<file path="config.mk">
export PLATFORM = sky130hd
export DESIGN_NAME = dmac_ctrl_port
export DESIGN_NICKNAME = d
export VERILOG_FILES = /design/src/rtl/dmac_pkg.sv /design/src/rtl/dmac_cmd_reg.sv /design/src/rtl/dmac_mask_reg.sv /design/src/rtl/dmac_status_reg.sv /design/src/rtl/dmac_mode_bank.sv /design/src/rtl/dmac_ctrl_port.sv
export SDC_FILE = /design/constraint.sdc
export NUM_CORES = 1
export LEC_CHECK = 0
export BUFFER_PORTS_ARGS = -buffer_cell sky130_fd_sc_hd__buf_2
export CAP_MARGIN = 20
export CORE_AREA = 2 2 85 87
export CTS_BUF_LIST = sky130_fd_sc_hd__clkbuf_16
export DETAILED_ROUTE_END_ITERATION = 6
export DIE_AREA = 0 0 87 89
export HOLD_SLACK_MARGIN = 0.08
export SETUP_SLACK_MARGIN = 0.1
export SYNTH_ARGS = -nofsm -noshare
export SYNTH_HDL_FRONTEND = slang
export SYNTH_SLANG_ARGS = --single-unit
</file>
<file path="constraint.sdc">
create_clock -name clk -period 2.7 [get_ports clk]
set_input_delay 0.27 -clock clk [delete_from_list [all_inputs] [get_ports clk]]
set_output_delay 0.27 -clock clk [all_outputs]
set_load 0.005 [all_outputs]
</file>
<file path="src/rtl/dmac_pkg.sv">
package dmac_pkg;
  localparam int OFS_CMD   = 0;
  localparam int OFS_REQ   = 1;
  localparam int OFS_MSK1  = 2;
  localparam int OFS_MODE  = 3;
  localparam int OFS_FFCLR = 4;
  localparam int OFS_MRST  = 5;
  localparam int OFS_MCLR  = 6;
  localparam int OFS_MALL  = 7;
  localparam int ROFS_STAT = 0;
  localparam int ROFS_MASK = 1;
  // Command bits that may be set without the write being dropped.
  localparam logic [7:0] CMD_ALLOWED = 8'h04;
endpackage

</file>
<file path="src/rtl/dmac_cmd_reg.sv">
module dmac_cmd_reg #(
  parameter int unsigned     DW      = 8,
  parameter logic [DW-1:0]   ALLOWED = '0
) (
  input  logic          clk,
  input  logic          rst_n,
  input  logic          wr,
  input  logic          mrst,
  input  logic [DW-1:0] wdata,
  output logic [DW-1:0] cmd
);
  logic [DW-1:0] cmd_q, cmd_n;
  logic          accept, en;

  // Zero also passes: it has no bit outside the allowed set.
  assign accept = (wdata & ~ALLOWED) == '0;
  assign en     = mrst | (wr & accept);

  always_comb begin
    cmd_n = cmd_q;
    if (wr && accept) cmd_n = wdata;
    if (mrst)         cmd_n = '0;
  end

  always_ff @(posedge clk or negedge rst_n) begin
    if (!rst_n)  cmd_q <= '0;
    else if (en) cmd_q <= cmd_n;
  end

  assign cmd = cmd_q;
endmodule

</file>
<file path="src/rtl/dmac_mask_reg.sv">
module dmac_mask_reg #(
  parameter int unsigned NCH  = 4,
  localparam int unsigned CH_W = $clog2(NCH)
) (
  input  logic            clk,
  input  logic            rst_n,
  input  logic            wr_one,
  input  logic            wr_clr,
  input  logic            wr_all,
  input  logic            mrst,
  input  logic [CH_W-1:0] sel,
  input  logic            flag,
  input  logic [NCH-1:0]  all_val,
  output logic [NCH-1:0]  mask
);
  logic [NCH-1:0] mask_q, mask_n, sel_oh;
  logic           en;

  assign sel_oh = {{(NCH-1){1'b0}}, 1'b1} << sel;
  assign en     = wr_one | wr_clr | wr_all | mrst;

  always_comb begin
    mask_n = mask_q;
    if (wr_one) mask_n = flag ? (mask_q | sel_oh) : (mask_q & ~sel_oh);
    if (wr_clr) mask_n = '0;
    if (wr_all) mask_n = all_val;
    if (mrst)   mask_n = '1;
  end

  always_ff @(posedge clk or negedge rst_n) begin
    if (!rst_n)  mask_q <= '1;
    else if (en) mask_q <= mask_n;
  end

  assign mask = mask_q;
endmodule

</file>
<file path="src/rtl/dmac_status_reg.sv">
module dmac_status_reg #(
  parameter int unsigned NCH  = 4,
  localparam int unsigned CH_W = $clog2(NCH)
) (
  input  logic             clk,
  input  logic             rst_n,
  input  logic             rd_clr,
  input  logic             req_wr,
  input  logic [CH_W-1:0]  sel,
  input  logic             flag,
  input  logic             mrst,
  input  logic [NCH-1:0]   tc_set,
  input  logic [NCH-1:0]   hold,
  input  logic [NCH-1:0]   rel,
  output logic [2*NCH-1:0] status
);
  logic [NCH-1:0] tc_q, tc_n, rq_q, rq_n, sel_oh;
  logic           en;

  assign sel_oh = {{(NCH-1){1'b0}}, 1'b1} << sel;
  assign en     = rd_clr | req_wr | mrst | (|tc_set) | (|hold) | (|rel);

  // Priority, lowest first: read-clear, request write, hardware
  // release, hardware hold, terminal count, master reset.
  always_comb begin
    tc_n = tc_q;
    rq_n = rq_q;
    if (rd_clr) tc_n = '0;
    if (req_wr) begin
      tc_n = tc_n & ~sel_oh;
      rq_n = (rq_n & ~sel_oh) | (sel_oh & {NCH{flag}});
    end
    rq_n = (rq_n & ~rel) | hold;
    tc_n = tc_n | tc_set;
    if (mrst) begin
      tc_n = '0;
      rq_n = '0;
    end
  end

  always_ff @(posedge clk or negedge rst_n) begin
    if (!rst_n) begin
      tc_q <= '0;
      rq_q <= '0;
    end else if (en) begin
      tc_q <= tc_n;
      rq_q <= rq_n;
    end
  end

  assign status = {rq_q, tc_q};
endmodule

</file>
<file path="src/rtl/dmac_mode_bank.sv">
module dmac_mode_bank #(
  parameter int unsigned NCH  = 4,
  parameter int unsigned DW   = 8,
  localparam int unsigned CH_W = $clog2(NCH)
) (
  input  logic              clk,
  input  logic              rst_n,
  input  logic              wr,
  input  logic [CH_W-1:0]   sel,
  input  logic [DW-1:0]     wdata,
  output logic [NCH*DW-1:0] mode_all
);
  for (genvar g = 0; g < NCH; g++) begin : g_ch
    logic [DW-1:0] mode_q;
    logic          en;

    assign en = wr && (sel == CH_W'(g));

    always_ff @(posedge clk or negedge rst_n) begin
      if (!rst_n)  mode_q <= '0;
      else if (en) mode_q <= wdata;
    end

    assign mode_all[g*DW +: DW] = mode_q;
  end
endmodule

</file>
<file path="src/rtl/dmac_ctrl_port.sv">
module dmac_ctrl_port
  import dmac_pkg::*;
#(
  parameter int unsigned NCH = 4,
  parameter int unsigned DW  = 8,
  parameter int unsigned AW  = 3
) (
  input  logic              clk,
  input  logic              rst_n,
  input  logic              wr_en,
  input  logic              rd_en,
  input  logic [AW-1:0]     addr,
  input  logic [DW-1:0]     wdata,
  output logic [DW-1:0]     rdata,
  input  logic [NCH-1:0]    tc_set,
  input  logic [NCH-1:0]    hreq_hold,
  input  logic [NCH-1:0]    hreq_release,
  output logic              ff_clr,
  output logic [DW-1:0]     command,
  output logic [NCH-1:0]    chan_mask,
  output logic [2*NCH-1:0]  status,
  output logic [NCH*DW-1:0] mode_all
);
  localparam int unsigned CH_W = $clog2(NCH);
  localparam int unsigned NOFS = 2 ** AW;

  logic [NOFS-1:0] wr_hit;
  logic [CH_W-1:0] sel;
  logic            flag, rd_stat;

  always_comb begin
    for (int k = 0; k < NOFS; k++) wr_hit[k] = wr_en && (addr == AW'(k));
  end

  assign sel     = wdata[CH_W-1:0];
  assign flag    = wdata[CH_W];
  assign rd_stat = rd_en && (addr == AW'(ROFS_STAT));
  assign ff_clr  = wr_hit[OFS_FFCLR] | wr_hit[OFS_MRST];

  dmac_cmd_reg #(.DW(DW), .ALLOWED(DW'(CMD_ALLOWED))) u_cmd (
    .clk(clk), .rst_n(rst_n), .wr(wr_hit[OFS_CMD]), .mrst(wr_hit[OFS_MRST]),
    .wdata(wdata), .cmd(command)
  );

  dmac_mask_reg #(.NCH(NCH)) u_mask (
    .clk(clk), .rst_n(rst_n), .wr_one(wr_hit[OFS_MSK1]), .wr_clr(wr_hit[OFS_MCLR]),
    .wr_all(wr_hit[OFS_MALL]), .mrst(wr_hit[OFS_MRST]), .sel(sel), .flag(flag),
    .all_val(wdata[NCH-1:0]), .mask(chan_mask)
  );

  dmac_status_reg #(.NCH(NCH)) u_stat (
    .clk(clk), .rst_n(rst_n), .rd_clr(rd_stat), .req_wr(wr_hit[OFS_REQ]),
    .sel(sel), .flag(flag), .mrst(wr_hit[OFS_MRST]), .tc_set(tc_set),
    .hold(hreq_hold), .rel(hreq_release), .status(status)
  );

  dmac_mode_bank #(.NCH(NCH), .DW(DW)) u_mode (
    .clk(clk), .rst_n(rst_n), .wr(wr_hit[OFS_MODE]), .sel(sel),
    .wdata(wdata), .mode_all(mode_all)
  );

  always_comb begin
    rdata = '0;
    if (rd_en) begin
      if (addr == AW'(ROFS_STAT))      rdata[2*NCH-1:0] = status;
      else if (addr == AW'(ROFS_MASK)) rdata[NCH-1:0]   = chan_mask;
    end
  end
endmodule

</file>
Word level (Yosys, flattened, before mapping):

Index checks and enable logic that the tools add are counted.

* flip-flop bits (word level): 52
* bits of input ports: 27
* word-level logic and storage cells: 81

* equal/unequal tests: 10
* shift-type cells: 1
* multiplexer cells: 16
* bitwise gates (word level): 22
* reduce and logical (&&, ||, !) cells: 24

Operators with widths (number)
* 4-bit 2-to-1 mux: 13
* 8-bit 2-to-1 mux: 3
* 4-bit bitwise AND: 5
* 4-bit OR: 4
* 1-bit logical AND: 14
* 3-bit == test (second input constant): 4
* 4-bit OR reduction: 3
* 1-bit OR: 10
* 8-bit zero test: 1
* 4-bit NOT: 2
* 3-bit by 2-bit == test with 1-bit output (second input constant): 2
* 2-bit == test (second input constant): 2
* 2-bit AND reduction: 2
* 4-bit nonzero test: 1
* 1-bit by 2-bit left shift with 4-bit output (first input constant): 1
* 3-bit by 1-bit == test with 1-bit output (second input constant): 1
* 3-bit zero test: 1
* 2-bit by 1-bit == test with 1-bit output (second input constant): 1
* 2-bit zero test: 1
* 2-bit nonzero test: 1
* 1-bit bitwise AND: 1

Depth between registers and ports, before layout:

* depth after elaboration: 8
* mapped depth: 6
* gate-level depth less buffers: 4

By module:

A second synthesis with hierarchy kept.

* cell total of the unflattened synthesis: 175
* area, all modules: 2326.0 µm²

By module, submodules not included
* dmac_mode_bank: instances 1, cells each 68, area each 1212.4 µm², sequential area each 800.8 µm²
* dmac_status_reg: instances 1, cells each 38, area each 381.6 µm², sequential area each 200.2 µm²
* dmac_cmd_reg: instances 1, cells each 21, area each 321.6 µm², sequential area each 200.2 µm²
* dmac_mask_reg: instances 1, cells each 21, area each 224.0 µm², sequential area each 105.1 µm²
* dmac_ctrl_port: instances 1, cells each 27, area each 186.4 µm², sequential area each 0.0 µm²

Least setup slack after synthesis:

No wires, ideal clock.

* path type: input-to-reg
* start point: input addr[2]
* end point: register u_mode.g_ch[1].mode_q[3]
* setup time: 0.125 ns
* arrival: 1.231 ns
* data required time: 2.575 ns
* path slack: 1.344 ns
* stages: 4
* path through: and2b_2 > nand3_4 > nor2_2 > mux2_2

* cells in the longest elaborated chain, start to end: 3

RTL lines
* start, declared: line dmac_ctrl_port.sv:12 `input logic [AW-1:0] addr,`
* 3-bit by 2-bit == test with 1-bit output: line dmac_ctrl_port.sv:32 `for (int k = 0; k < NOFS; k++) wr_hit[k] = wr_en && (addr == AW'(k));`
* 1-bit logical AND: line dmac_ctrl_port.sv:32
* 1-bit logical AND: line dmac_mode_bank.sv:17 `assign en = wr && (sel == CH_W'(g));`
* end signal, assigned: line dmac_mode_bank.sv:21 `else if (en) mode_q <= wdata;`
* end, declared: line dmac_mode_bank.sv:14 `logic [DW-1:0] mode_q;`

No other way between the ends.
A chain may end at the register's enable or synchronous reset.

Final worst setup path:

* start point: input addr[1]
* end point: output rdata[6]

* cells in the longest elaborated chain, start to end: 3

RTL lines
* 3-bit zero test: line dmac_ctrl_port.sv:65 `if (addr == AW'(ROFS_STAT)) rdata[2*NCH-1:0] = status;`
* 4-bit 2-to-1 mux: line dmac_ctrl_port.sv:65
* 8-bit 2-to-1 mux: line dmac_ctrl_port.sv:64 `if (rd_en) begin`
* end, declared: line dmac_ctrl_port.sv:14 `output logic [DW-1:0] rdata,`

No other way between the ends.

==> summary.txt <==
Run status
  • Status: complete, no violations

Timing
  • Fin crit period: 1660 ps
  • Final TNS setup: 0 ps
  • Count of final hold-check violations: 0
  • Clock Skews: 0 ps
  • F_max: 0.603 GHz
  • Worst Tran Pin Value: 472 ps
  • RSZ-0062 raised after global routing: no
  • Slew Limit Headroom: 68.5%
  • # setup viols final: 0
  • Slew Viols, Final: 0
  • Final Cycle Share: 61.4%
  • Final hold slack: 206 ps

Clock tree
  • Post-CTS Setup Bufs: 0
  • Clock-pin slew on the worst setup and hold paths: 60 ps
  • Clk root buf: clkbuf_16
  • H-Tree Depth: 2
  • Hold Buf Count CTS: 1
  • Cts bufs inserted: 5
  • CTS tree: built
  • Clk_lat worst skew: 280 ps
  • CTS max path bufs: 2
  • CTS Sinks: 52
  • Cts repair resizes: 0

Global routing
  • Grt peak-use layer: met2
  • Met1 Use GR: 20.3%
  • Initial antenna violation count: 0
  • GR Layer Usage met3: 3.60%
  • Tot GR Track Use: 15.0%
  • Met2 Resource Use GR: 24.7%
  • First-pass GRT wire length: 9.04 mm
  • Vias in the first global route: 1768
  • GR Overflow Total: 0
  • Largest net degree at the start of global routing: 22

Route
  • Drt via density: 4.99
  • Via count: 1827
  • Post-route ant nets: 0
  • Drt pass-1 iters: 4
  • Routed WL per cell: 15.3 µm
  • Initial DRC count: 65
  • Routed WL: 5.59 mm
  • Drt drc: 0

Synth
  • Compound-gate portion of the synthesized area: 7.52%
  • Post-Synth Adder-Cell Area: 0%
  • Synth top area share: 51.9%
  • Synthesized flop and latch total: 52
  • Mapped Area: 0.00231 mm²
  • Syn_area_per_cell: 11.9 µm²
  • Netlist cell types: 38
  • Ys Warns: 0
  • Synth Area in XOR/XNOR: 0%
  • Largest family of logic cells by synthesized area: simple AND/OR/NAND/NOR gates
  • Seq/Total Area, Yosys: 56.5%
  • Syn Inst Count: 195
  • Simple-Gate Fraction of Synth Area: 19.4%
  • Post-Syn Nets: 222
  • Synth area leader: dfrtp_1
  • Synth area leaders: dfrtp_1 (52%), mux2_2 (12%), dfstp_2 (4.5%)
  • Mux contribution to synthesized area: 14.8%

Power
  • Leakage power: 1.48 nW
  • Pwr dens: 638 mW/mm²
  • Total chip power: 1.90 mW
  • Worst-case vdd ir drop: 0.000258 V

Worst setup path
  • CP Data Required Time: 2430 ps
  • Startpoint Class: input pin
  • Crit end category: primary output
  • CP max FO: 11
  • Arr. time, crit path: 1390 ps
  • Critical path class: in2out

Finish
  • Nets: 312
  • P&R area growth vs syn: 29.1%
  • Antenna cell count: 0
  • Share of cells above drive strength 1: 48.6%
  • Post-Layout Cell Count: 366
  • Fillers: 653
  • Core Util, Final: 44.5%

Die
  • Die area: 0.00774 mm²
  • Starting density of the core: 34.4%
  • Die height: 89 µm
  • Number of cell rows: 30
  • Boundary pin count: 88
  • DIE WIDTH: 87 µm
  • Core ar.: 0.00672 mm²

Job
  • Max Cap Viol: 0

Place
  • Routability Congestion: 0.809
  • Cell count after placement: 357
  • IO Port Bufs: 87
  • Hpwl dp: 4.23 mm

Hold path
  • Hold Crit Class: in2reg
==> worst max-delay path, cell delays in order <==
cell and delay, ps:
buf_2 170, or3b_1 480, nor2_1 220, and2_1 150, buf_2 100
==> cell usage after synthesis <==
cell,count
buf_2,7
mux2_2,25
o311ai_0,1
o21ai_0,5
dfrtp_1,48
o41ai_1,1
nand3_1,8
nand2b_1,2
mux2i_1,6
o22ai_1,1
or3b_1,1
dfstp_2,4
a31oi_1,5
nor2b_1,7
nand3_4,1
nor3b_2,1
nor4_1,1
o21a_1,6
nand2_1,10
a21oi_1,5
or2_4,1
and3_1,1
clkbuf_1,1
and4bb_2,1
nand4bb_1,1
a32oi_1,1
nor3_4,1
nand4_1,2
nor3_1,2
o31ai_1,1
inv_1,1
and2b_2,1
and2_1,11
or2_2,4
o211ai_1,1
and2b_1,2
nor2_1,15
nor2_2,3
==> flip-flops by register name, summed over array words and instances, names as in the netlist <==
| name | cells |
|---|---|
| u_cmd.cmd | 8 |
| u_stat.rq_q | 4 |
| u_mask.mask | 4 |
| u_mode.g_ch.mode_q | 32 |
| u_stat.tc_q | 4 |
==> layout by cell type, fill, tap and decap left out, types with 2 or more instances in the layout <==
master / n
buf_4: 3
nand3_1: 8
and2b_1: 2
or2_2: 4
nor2b_1: 7
buf_2: 87
nand2_1: 10
a21oi_1: 5
clkbuf_16: 5
dfstp_2: 4
o21a_1: 6
dfrtp_1: 48
mux2_2: 25
clkinvlp_4: 2
and2_1: 11
o21ai_0: 5
a31oi_1: 5
nand4_1: 2
mux2i_1: 6
nor2_2: 3
nor3_1: 2
nor2_1: 15
nand2b_1: 2
==> cells by family after synthesis <==
logic type             after synthesis
AND/OR/NAND/NOR                     76
flip-flops                          52
multiplexers                        31
buffers and inverters                9
AO/OA/AOI/OAI                       27
==> final cells by class <==
cell class	instances	area, µm²	share of cell area, %
inverters	1	3.75	0.126
clock buffers	5	125	4.19
clock inverters	3	18.8	0.628
multi-input cells	134	965	32.3
well taps	80	100	3.35
repair buffers	91	468	15.7
flip-flops and latches	52	1310	43.7
==> power by group <==
part | switching (mW) | total (mW) | internal [mW] | leakage, nW
combinational | 0.154 | 0.337 | 0.182 | 0.770
sequential | 0.0583 | 0.949 | 0.891 | 0.646
clock | 0.277 | 0.618 | 0.341 | 0.0635
total | 0.490 | 1.90 | 1.41 | 1.48
==> per-layer routing <==
metal | wire, µm | vias up
li1 | - | 869
met1 | 2520 | 888
met2 | 2680 | 68
met3 | 370 | 2
met4 | 21 | 0
met5 | 0 | -
==> path summary, 6_finish.rpt <==
| path | start | to | slack [ps] | depth (start not counted) |
|---|---|---|---|---|
| worst max-delay path | addr[1] | rdata[6] | 1040 | 5 |
| worst min-delay path | hreq_hold[3] | u_stat.rq_q[3] | 210 | 2 |
| worst max register to register | u_mask.mask[1] | u_mask.mask[1] | 1560 | 4 |
| worst min register to register | u_mode.g_ch[3].mode_q[1] | u_mode.g_ch[3].mode_q[1] | 460 | 1 |
| max in group asynchronous | rst_n | u_mode.g_ch[3].mode_q[3] | 1580 | 3 |
| min in group asynchronous | rst_n | u_stat.tc_q[1] | 470 | 2 |
==> metrics by stage <==
step                      area [µm²]  worst slack [ps]
after floorplan                 2310              1340
after global placement          2830              1020
after detailed placement        2830               984
after CTS                       2990              1020
after global routing            2990               948
final                           2990              1040
(Power assumes the default switching activity.)
